===== config.mk =====
export PLATFORM = sky130hd
export DESIGN_NAME = uart_irq_ident
export DESIGN_NICKNAME = d
export VERILOG_FILES = /design/src/rtl/uart_irq_pkg.sv /design/src/rtl/irq_sticky.sv /design/src/rtl/thre_tracker.sv /design/src/rtl/rx_timeout.sv /design/src/rtl/irq_prio.sv /design/src/rtl/uart_irq_ident.sv
export SDC_FILE = /design/constraint.sdc
export NUM_CORES = 1
export LEC_CHECK = 0
export BUFFER_PORTS_ARGS = -buffer_cell sky130_fd_sc_hd__buf_2
export CAP_MARGIN = 25
export CORE_MARGIN = 1
export CORE_UTILIZATION = 40
export DETAILED_ROUTE_END_ITERATION = 8
export PLACE_DENSITY = 0.7
export SLEW_MARGIN = 10
export SYNTH_ARGS = -nofsm -noshare
export SYNTH_HDL_FRONTEND = slang
export SYNTH_HIERARCHICAL = 1
export SYNTH_SLANG_ARGS = --single-unit

===== constraint.sdc =====
create_clock -name clk -period 3.58 [get_ports clk]
set_input_delay 0.179 -clock clk [delete_from_list [all_inputs] [get_ports clk]]
set_output_delay 0.179 -clock clk [all_outputs]
set_load 0.01 [all_outputs]

===== src/rtl/uart_irq_pkg.sv =====
package uart_irq_pkg;

    typedef enum logic [3:0] {
        ID_MODEM   = 4'b0000,
        ID_NONE    = 4'b0001,
        ID_THRE    = 4'b0010,
        ID_RXDATA  = 4'b0100,
        ID_LINE    = 4'b0110,
        ID_TIMEOUT = 4'b1100
    } irq_id_e;

    typedef enum logic [1:0] {
        TX_BUSY,
        TX_PEND,
        TX_SEEN
    } tx_state_e;

    typedef enum logic [1:0] {
        TO_IDLE,
        TO_WAIT,
        TO_FIRED
    } to_state_e;

    typedef struct packed {
        logic line;
        logic rxdata;
        logic timeout;
        logic thre;
        logic modem;
    } irq_src_t;

endpackage


===== src/rtl/irq_sticky.sv =====
module irq_sticky #(
    parameter int NUM = 2
) (
    input  logic           clk,
    input  logic           rst_n,
    input  logic [NUM-1:0] set_evt,
    input  logic [NUM-1:0] clr_evt,
    output logic [NUM-1:0] pend
);
    for (genvar i = 0; i < NUM; i++) begin : g_flag
        logic flag_q;
        always_ff @(posedge clk or negedge rst_n) begin
            if (!rst_n)
                flag_q <= 1'b0;
            else if (set_evt[i])
                flag_q <= 1'b1;
            else if (clr_evt[i])
                flag_q <= 1'b0;
        end
        assign pend[i] = flag_q;
    end
endmodule


===== src/rtl/thre_tracker.sv =====
module thre_tracker
    import uart_irq_pkg::*;
(
    input  logic clk,
    input  logic rst_n,
    input  logic tx_empty,
    input  logic thr_write,
    input  logic iir_read,
    input  logic reported,
    output logic pending
);
    tx_state_e st_q, st_d;
    logic      empty_q;

    always_ff @(posedge clk or negedge rst_n) begin
        if (!rst_n) begin
            st_q    <= TX_BUSY;
            empty_q <= 1'b0;
        end else begin
            st_q    <= st_d;
            empty_q <= tx_empty;
        end
    end

    always_comb begin
        st_d = st_q;
        unique case (st_q)
            TX_BUSY: begin
                if (tx_empty && !empty_q && !thr_write)
                    st_d = TX_PEND;
            end
            TX_PEND: begin
                if (thr_write || !tx_empty)
                    st_d = TX_BUSY;
                else if (iir_read && reported)
                    st_d = TX_SEEN;
            end
            TX_SEEN: begin
                if (thr_write || !tx_empty)
                    st_d = TX_BUSY;
            end
            default: st_d = TX_BUSY;
        endcase
    end

    always_comb begin
        pending = (st_q == TX_PEND);
    end
endmodule


===== src/rtl/rx_timeout.sv =====
module rx_timeout
    import uart_irq_pkg::*;
#(
    parameter int CHARS = 4
) (
    input  logic clk,
    input  logic rst_n,
    input  logic fifo_mode,
    input  logic rx_nonempty,
    input  logic rx_push,
    input  logic rx_pop,
    input  logic char_tick,
    output logic fired
);
    localparam int CNT_W = (CHARS > 2) ? $clog2(CHARS) : 1;
    localparam logic [CNT_W-1:0] LAST = CNT_W'(CHARS - 1);

    to_state_e        st_q, st_d;
    logic [CNT_W-1:0] cnt_q, cnt_d;

    always_ff @(posedge clk or negedge rst_n) begin
        if (!rst_n) begin
            st_q  <= TO_IDLE;
            cnt_q <= '0;
        end else begin
            st_q  <= st_d;
            cnt_q <= cnt_d;
        end
    end

    always_comb begin
        st_d  = st_q;
        cnt_d = cnt_q;
        if (!fifo_mode || !rx_nonempty) begin
            st_d  = TO_IDLE;
            cnt_d = '0;
        end else if (rx_push || rx_pop) begin
            st_d  = TO_WAIT;
            cnt_d = '0;
        end else begin
            unique case (st_q)
                TO_IDLE: begin
                    st_d  = TO_WAIT;
                    cnt_d = '0;
                end
                TO_WAIT: begin
                    if (char_tick) begin
                        if (cnt_q == LAST)
                            st_d = TO_FIRED;
                        else
                            cnt_d = cnt_q + 1'b1;
                    end
                end
                TO_FIRED: st_d = TO_FIRED;
                default:  st_d = TO_IDLE;
            endcase
        end
    end

    always_comb begin
        fired = (st_q == TO_FIRED);
    end
endmodule


===== src/rtl/irq_prio.sv =====
module irq_prio
    import uart_irq_pkg::*;
(
    input  irq_src_t req,
    output irq_id_e  code
);
    always_comb begin
        if (req.line)
            code = ID_LINE;
        else if (req.rxdata)
            code = ID_RXDATA;
        else if (req.timeout)
            code = ID_TIMEOUT;
        else if (req.thre)
            code = ID_THRE;
        else if (req.modem)
            code = ID_MODEM;
        else
            code = ID_NONE;
    end
endmodule


===== src/rtl/uart_irq_ident.sv =====
module uart_irq_ident
    import uart_irq_pkg::*;
#(
    parameter int ADDR_W   = 3,
    parameter int ERR_W    = 4,
    parameter int TO_CHARS = 4,
    parameter int OFF_DATA = 0,
    parameter int OFF_IID  = 2,
    parameter int OFF_LINE = 5,
    parameter int OFF_MDM  = 6
) (
    input  logic              clk,
    input  logic              rst_n,
    input  logic              reg_rd,
    input  logic              reg_wr,
    input  logic [ADDR_W-1:0] reg_addr,
    input  logic              dlab,
    input  logic [3:0]        int_en,
    input  logic              fifo_mode,
    input  logic [ERR_W-1:0]  line_err,
    input  logic              rx_ready,
    input  logic              rx_nonempty,
    input  logic              rx_push,
    input  logic              char_tick,
    input  logic              tx_empty,
    input  logic              modem_delta,
    output logic [3:0]        iir_code,
    output logic              irq,
    output logic              clr_line_err,
    output logic              clr_modem_delta
);
    localparam int EN_RX   = 0;
    localparam int EN_TX   = 1;
    localparam int EN_LINE = 2;
    localparam int EN_MDM  = 3;
    localparam int SIDX_LINE = 0;
    localparam int SIDX_MDM  = 1;

    logic rd_data, wr_data, rd_iid, rd_line, rd_mdm;
    logic [1:0] sticky_set, sticky_clr, sticky_pend;
    logic thre_pend, to_fired;
    irq_src_t req;
    irq_id_e  code;

    always_comb begin
        rd_data = reg_rd && (reg_addr == ADDR_W'(OFF_DATA)) && !dlab;
        wr_data = reg_wr && (reg_addr == ADDR_W'(OFF_DATA)) && !dlab;
        rd_iid  = reg_rd && (reg_addr == ADDR_W'(OFF_IID));
        rd_line = reg_rd && (reg_addr == ADDR_W'(OFF_LINE));
        rd_mdm  = reg_rd && (reg_addr == ADDR_W'(OFF_MDM));
    end

    always_comb begin
        sticky_set[SIDX_LINE] = |line_err;
        sticky_clr[SIDX_LINE] = rd_line;
        sticky_set[SIDX_MDM]  = modem_delta;
        sticky_clr[SIDX_MDM]  = rd_mdm;
    end

    irq_sticky #(.NUM(2)) u_sticky (
        .clk     (clk),
        .rst_n   (rst_n),
        .set_evt (sticky_set),
        .clr_evt (sticky_clr),
        .pend    (sticky_pend)
    );

    thre_tracker u_thre (
        .clk       (clk),
        .rst_n     (rst_n),
        .tx_empty  (tx_empty),
        .thr_write (wr_data),
        .iir_read  (rd_iid),
        .reported  (code == ID_THRE),
        .pending   (thre_pend)
    );

    rx_timeout #(.CHARS(TO_CHARS)) u_tmo (
        .clk         (clk),
        .rst_n       (rst_n),
        .fifo_mode   (fifo_mode),
        .rx_nonempty (rx_nonempty),
        .rx_push     (rx_push),
        .rx_pop      (rd_data),
        .char_tick   (char_tick),
        .fired       (to_fired)
    );

    always_comb begin
        req.line    = sticky_pend[SIDX_LINE] && int_en[EN_LINE];
        req.rxdata  = rx_ready && int_en[EN_RX];
        req.timeout = to_fired && int_en[EN_RX];
        req.thre    = thre_pend && int_en[EN_TX];
        req.modem   = sticky_pend[SIDX_MDM] && int_en[EN_MDM];
    end

    irq_prio u_prio (
        .req  (req),
        .code (code)
    );

    always_comb begin
        iir_code        = code;
        irq             = ~code[0];
        clr_line_err    = rd_line;
        clr_modem_delta = rd_mdm;
    end
endmodule


==> results.toml, run 1 <==
[run_status]
status = "completed"

[clock_network]
cts_setup_buffers = 0
cts_resized = 0
clk_latency_ns = 0.25
clockRootBuffer = "clkbuf_4"
clockBufferDepth = 2
clk_pin_slew_ns = 0.06
cts_tree = "done"
numCtsBuffers = 3
htreeDepth = 1
hold_buffers = 1
clock-sinks = 9

[drt]
vias_per_cell = 4.89
drtAntennaViolNets = 0
drt_iter0_drc = 4
drtPass1Iterations = 3
wl_um = 1180
drc = 0
wl_per_cell_um = 10.1
vias = 572

[global_routing]
antenna_found_initial = 0
grt_max_degree = 10
grt_pass1_wl_um = 2190
grt_usage_pct = 16.2
grt.overflow.total = 0
grt_pass1_vias = 548

[sta]
hold_viol = 0
setup_violations = 0
fin_crit_ns = 2.06
max_clock_freq_ghz = 0.484
rsz0062_at_grt = "false"
slew_violations = 0
tightest_slew_ns = 0.416
slew_headroom_pct = 72.0
finalCritPeriodShare_pct = 57.7
tns_ns = 0
worst_clock_skew_ns = 0.00148

[floorplan]
rows = 14
pin_count = 30
start_util_pct = 43.1
core-area_mm2 = 0.00151
die_area_mm2 = 0.00179
die_w_um = 42.3
die-height_um = 42.3

[synth]
netlist_instances = 69
avgSynthCellArea_um2 = 9.41
syn_area_um2 = 649
synthTopCellsByArea = "dfrtp_1 (35%), ha_1 (9.6%), and2_1 (4.8%)"
yosys_register_bits = 9
synth_cell_types = 28
synth_top_area_share_pct = 34.7
ys_seq_area_share_pct = 34.7
syn_nets = 97
synth_top_cell_by_area = "dfrtp_1"
yosysWarnings = 6

[worst_setup_path]
critPathLaunchType = "flop"
cp.arrival_ns = 2.22
crit_path_max_fanout = 4
rr_worst_depth = 8
critPathKind = "reg -> reg"
critPathCaptureType = "flop"
required_ns = 3.73

[power_and_ir_drop]
powerDensity_mw_per_mm2 = 273
ir_drop_mv = 0.140
p_leak_nw = 0.395

[placement]
io_buffers = 29
detailed_place_hpwl_um = 1040
place_congestion = 0.641
placed_area_um2 = 800

[cells_and_area]
final_nets = 130
nFillCells = 144
syn2layout_area_growth_pct = 28.7
antennaDiodeCount = 0
drive_above_1_share_pct = 36.6
fin_area_um2 = 836

[worst_hold_path]
hold_path_depth = 1
hold_path_class = "in -> reg"

[job]
drv_cap = 0
-- Yosys cell counts --
master / instances
nor3b_1: 2
nand3_1: 3
nand4b_1: 1
nand2b_1: 4
a2111oi_2: 1
inv_1: 6
or4_1: 1
nor3_2: 1
ha_1: 5
nand2_1: 4
or4b_1: 1
and3_1: 1
a21oi_1: 2
nor4_1: 2
and4b_1: 2
nor2_1: 5
dfrtp_1: 9
and2_1: 5
or3_1: 1
mux2i_1: 2
nand2b_4: 1
a21boi_0: 1
or3_4: 1
nor4b_1: 1
a21o_2: 1
a31oi_1: 2
buf_4: 2
a21o_1: 2
-- where the power goes --
| group | switching (mW) | internal (mW) |
|---|---|---|
| Sequential | 0.00218 | 0.105 |
| Combinational | 0.0227 | 0.0240 |
| Clock | 0.0320 | 0.0427 |
| Total | 0.0569 | 0.171 |
-- worst max-delay path, cell delays in order (launching register included) --
cell and delay, ns:
dfrtp_1 0.39, inv_1 0.08, ha_1 0.19, and2_1 0.17
or3_4 0.38, nor3_2 0.17, nor4b_1 0.10, and3_1 0.18
a2111oi_2 0.31
-- placed cells by master (no fill, tap or decap) --
cell type,count
buf_2,29
dfrtp_1,9
inv_1,6
and2_1,5
nor2_1,5
ha_1,5
nand2b_1,4
nand2_1,4
clkbuf_4,3
nand3_1,3
nor3b_1,2
and4b_1,2
nor4_1,2
a21o_1,2
a21oi_1,2
a31oi_1,2
mux2i_1,2
or4_1,1
nor4b_1,1
clkbuf_1,1
dlygate4sd3_1,1
or3_4,1
nor3_2,1
a21o_2,1
and3_1,1
a2111oi_2,1
nand4b_1,1
nand2b_4,1
or3_1,1
a21boi_0,1
or4b_1,1
-- per-layer routing --
layer	routed length [um]	share of wire, %	global-route usage, %	up-vias
met5	0	0	0	-
met4	14	1.2	11.3	0
met3	56	4.7	1.29	2
met2	529	45	24.3	22
met1	582	49	22.0	242
li1	-	-	-	306
-- per-stage QoR --
step / power [mW] / setup slack, ns / utilization (%) / cells / hold WS, ns
floorplan: 0.133 / 1.47 / - / 69 / -0.117
global placement: 0.154 / 1.58 / 53.1 / 112 / 0.0350
detailed placement: 0.155 / 1.50 / 53.1 / 112 / 0.0383
CTS: 0.233 / 1.49 / 55.5 / 117 / 0.0356
global route: 0.246 / 1.27 / 55.5 / 117 / 0.0289
finish: 0.228 / 1.52 / 55.5 / 117 / 0.0472
-- state kept, by name (all words and copies together) (netlist names) --
| signal | cells |
|---|---|
| u_thre/empty_q | 1 |
| u_tmo/cnt_q | 2 |
| u_thre/st_q | 2 |
| u_tmo/st_q | 2 |
| u_sticky/g_flag.flag_q | 2 |
-- worst paths after layout --
check	start	endpoint	slack (ns)
worst max-delay path	u_tmo/st_q[0]	u_thre/st_q[0]	1.52
worst min-delay path	tx_empty	u_thre/empty_q	0.05
worst max register to register	u_tmo/st_q[0]	u_thre/st_q[0]	1.52
worst min register to register	u_thre/empty_q	u_thre/st_q[0]	0.45
max in group asynchronous	rst_n	u_tmo/cnt_q[1]	3.11
min in group asynchronous	rst_n	u_sticky/g_flag[1].flag_q	0.30
-- layout make-up --
| class | count | area, um^2 | area share, % |
|---|---|---|---|
| Tap cell | 16 | 20.0 | 2.40 |
| Inverter | 6 | 22.5 | 2.69 |
| Sequential cell | 9 | 225 | 26.9 |
| Multi-Input combinational cell | 52 | 387 | 46.3 |
| Timing Repair Buffer | 30 | 155 | 18.6 |
| Clock buffer | 4 | 26.3 | 3.14 |
-- logic make-up (layout without fill, tap and decap cells) --
group           count (synthesis)  count (layout)  share of synthesized area (%)
compound gates                  9               9                           10.6
buf+inv                         8              40                           5.78
mux                             2               2                           3.08
flops                           9               9                           34.7
fa+ha+maj                       5               5                           9.63
simple gates                   36              36                           36.2
(Power assumes the default switching activity.)
==> run 2: changes to the inputs <==
--- a/config.mk
+++ b/config.mk
@@ -5,6 +5,7 @@
 export SDC_FILE = /design/constraint.sdc
 export NUM_CORES = 1
 export LEC_CHECK = 0
+export ABC_AREA = 1
 export BUFFER_PORTS_ARGS = -buffer_cell sky130_fd_sc_hd__buf_2
 export CAP_MARGIN = 25
 export CORE_MARGIN = 1
==> constraint.sdc (replaced) <==
create_clock -name clk -period 1.8 [get_ports clk]
set_input_delay 0.09 -clock clk [delete_from_list [all_inputs] [get_ports clk]]
set_output_delay 0.09 -clock clk [all_outputs]
set_load 0.01 [all_outputs]
==> results.toml, run 2 <==
[synth]
syn_area_um2 = 762
ys_seq_area_share_pct = 29.6
synth_flop_cell = "dfrtp_1"
yosys_register_bits = 9
synth_cell_types = 21
netlist_instances = 117
synth_top_area_share_pct = 29.6
synth-async-reset-ratio_pct = 100
synth_commonest_cells = "nand2_1 (29), inv_1 (28), nor2_1 (14), dfrtp_1 (9), nand3_1 (6)"
yosysMostFrequentCell = "nand2_1"
syn_nets = 145
avgSynthCellArea_um2 = 6.51
synthTopCellsByArea = "dfrtp_1 (30%), nand2_1 (14%), inv_1 (14%)"
synth_edf_count = 0
yosysWarnings = 6
synth_top_cell_by_area = "dfrtp_1"

[cells_and_area]
ff_latch_area_um2 = 225
syn2layout_area_growth_pct = 27.3
final_cell_mix = "nand2_1 (29), buf_2 (29), inv_1 (28), nor2_1 (14), dfrtp_1 (9)"
fin_cells = 175
drive_above_1_share_pct = 31.3
nFillCells = 193
antennaDiodeCount = 0
multi_input_area_um2 = 402
final_nets = 179
fin_area_um2 = 970

[drt]
vias = 745
drtPass1Iterations = 4
drt_iter0_drc = 14
vias_per_cell = 4.26
wl_um = 1490
drtAntennaViolNets = 0
wl_per_cell_um = 8.54
drc = 0

[clock_network]
clockRootBuffer = "clkbuf_4"
clock-sinks = 9
htreeDepth = 1
clk_pin_slew_ns = 0.07
cts_tree = "done"
clk_latency_ns = 0.26
clockBufferDepth = 2
numCtsBuffers = 3

[floorplan]
start_util_pct = 43.2
die_w_um = 45.6
die_area_mm2 = 0.00208
core-area_mm2 = 0.00176
rows = 15
pin_count = 30
die-height_um = 45.6

[placement]
post-place-cells = 169
io_buffers = 29
placed_area_um2 = 923
place_congestion = 0.721
detailed_place_hpwl_um = 1270

[worst_setup_path]
rr_worst_depth = 12
r2r_start = "u_tmo/st_q[0]"
crit_path_max_fanout = 3
critPathLaunchType = "flop"
reg2reg_to = "u_thre/st_q[1]"
critPathKind = "reg -> out"
critPathCaptureType = "output port"
r2r_slack_ns = 0.20
cp-startpoint = "u_tmo/st_q[0]"
required_ns = 1.71
cp.arrival_ns = 1.51
crit_end = "irq"

[global_routing]
top_usage_layer = "met2"
grt_pass1_wl_um = 2610
gr-usage-met1_pct = 21.3
antenna_found_initial = 0
grtUsageMet2_pct = 29.1
grt_usage_pct = 17.7
grtUsageMet3_pct = 3.97
grt.overflow.total = 0
grt_max_degree = 10
grt_pass1_vias = 669

[sta]
hold_viol = 0
slew_headroom_pct = 84.9
worst_clock_skew_ns = 0.00965
tns_ns = 0
tightest_slew_ns = 0.227
rsz0062_at_grt = "false"
max_clock_freq_ghz = 0.625
fin_crit_ns = 1.60
slew_violations = 0
finalCritPeriodShare_pct = 88.9
setup_violations = 0

[run_status]
status = "completed"

[power_and_ir_drop]
p_leak_nw = 0.598
powerDensity_mw_per_mm2 = 518
ir_drop_mv = 0.237

[job]
drv_cap = 0

[worst_hold_path]
hold_path_class = "in -> reg"
[run 2: worst min-delay path by stage]
stage,start,end,slack [ns],cells after the start
6_report,modem_delta,u_sticky/g_flag[1].flag_q,0.01,3
4_1_cts,modem_delta,u_sticky/g_flag[1].flag_q,0.005,3
3_3_place_gp,rst_n,u_sticky/g_flag[0].flag_q,-0.04,1
3_5_place_dp,rst_n,u_sticky/g_flag[1].flag_q,-0.04,1
2_1_floorplan,rst_n,u_sticky/g_flag[0].flag_q,-0.21,0
5_1_grt,modem_delta,u_sticky/g_flag[1].flag_q,0.007,3
[run 2: cell type report]
| class | count | area share, % |
|---|---|---|
| Multi-Input combinational cell | 74 | 41.4 |
| Tap cell | 25 | 3.23 |
| Timing Repair Buffer | 31 | 17.0 |
| Clock buffer | 4 | 2.71 |
| Inverter | 32 | 12.4 |
| Sequential cell | 9 | 23.2 |
[run 2: cell families after synthesis]
group                    after synthesis  synth area share [%]
flip-flops                             9                  29.6
buffers and inverters                 34                  17.7
AND/OR/NAND/NOR                       63                  39.2
adder cells (fa/ha/maj)                5                  8.21
AO/OA/AOI/OAI                          6                  5.25
[run 2: per-stage QoR]
step           util [%]  worst slack [ns]  hold slack (ns)  power, mW
5_1_grt            55.0            0.0192          0.00682      0.542
3_3_place_gp       52.3             0.295          -0.0358      0.341
4_1_cts            55.0             0.182          0.00509      0.514
6_report           55.0             0.199           0.0130      0.503
3_5_place_dp       52.3             0.224          -0.0366      0.344
2_1_floorplan         -             0.209           -0.206      0.295
[run 2: repair_timing]
action / CTS / global route
endpoints found under the hold margin: 10 / 0
setup buffers: 0 / 0
hold buffers: 2 / 0
resized for setup: 0 / 0
[run 2: worst max-delay path: stages (launching register included)]
cell and delay [ns]:
dfrtp_1 0.38, inv_1 0.09, ha_1 0.19, nand2_1 0.06, inv_1 0.05, nor2_2 0.13
nand2_2 0.07, nor2_2 0.09, inv_1 0.06, buf_2 0.13
[run 2: per-layer routing]
metal	share of wire (%)	wire (um)
met5	0	0
met1	49	729
met4	0	0
met2	48	722
met3	2.8	42
[run 2: where the power goes]
part	leakage [nW]	switching (mW)	internal, mW
clock	0.0150	0.0742	0.0854
sequential	0.111	0.00472	0.210
combinational	0.472	0.0728	0.0557
total	0.598	0.152	0.351
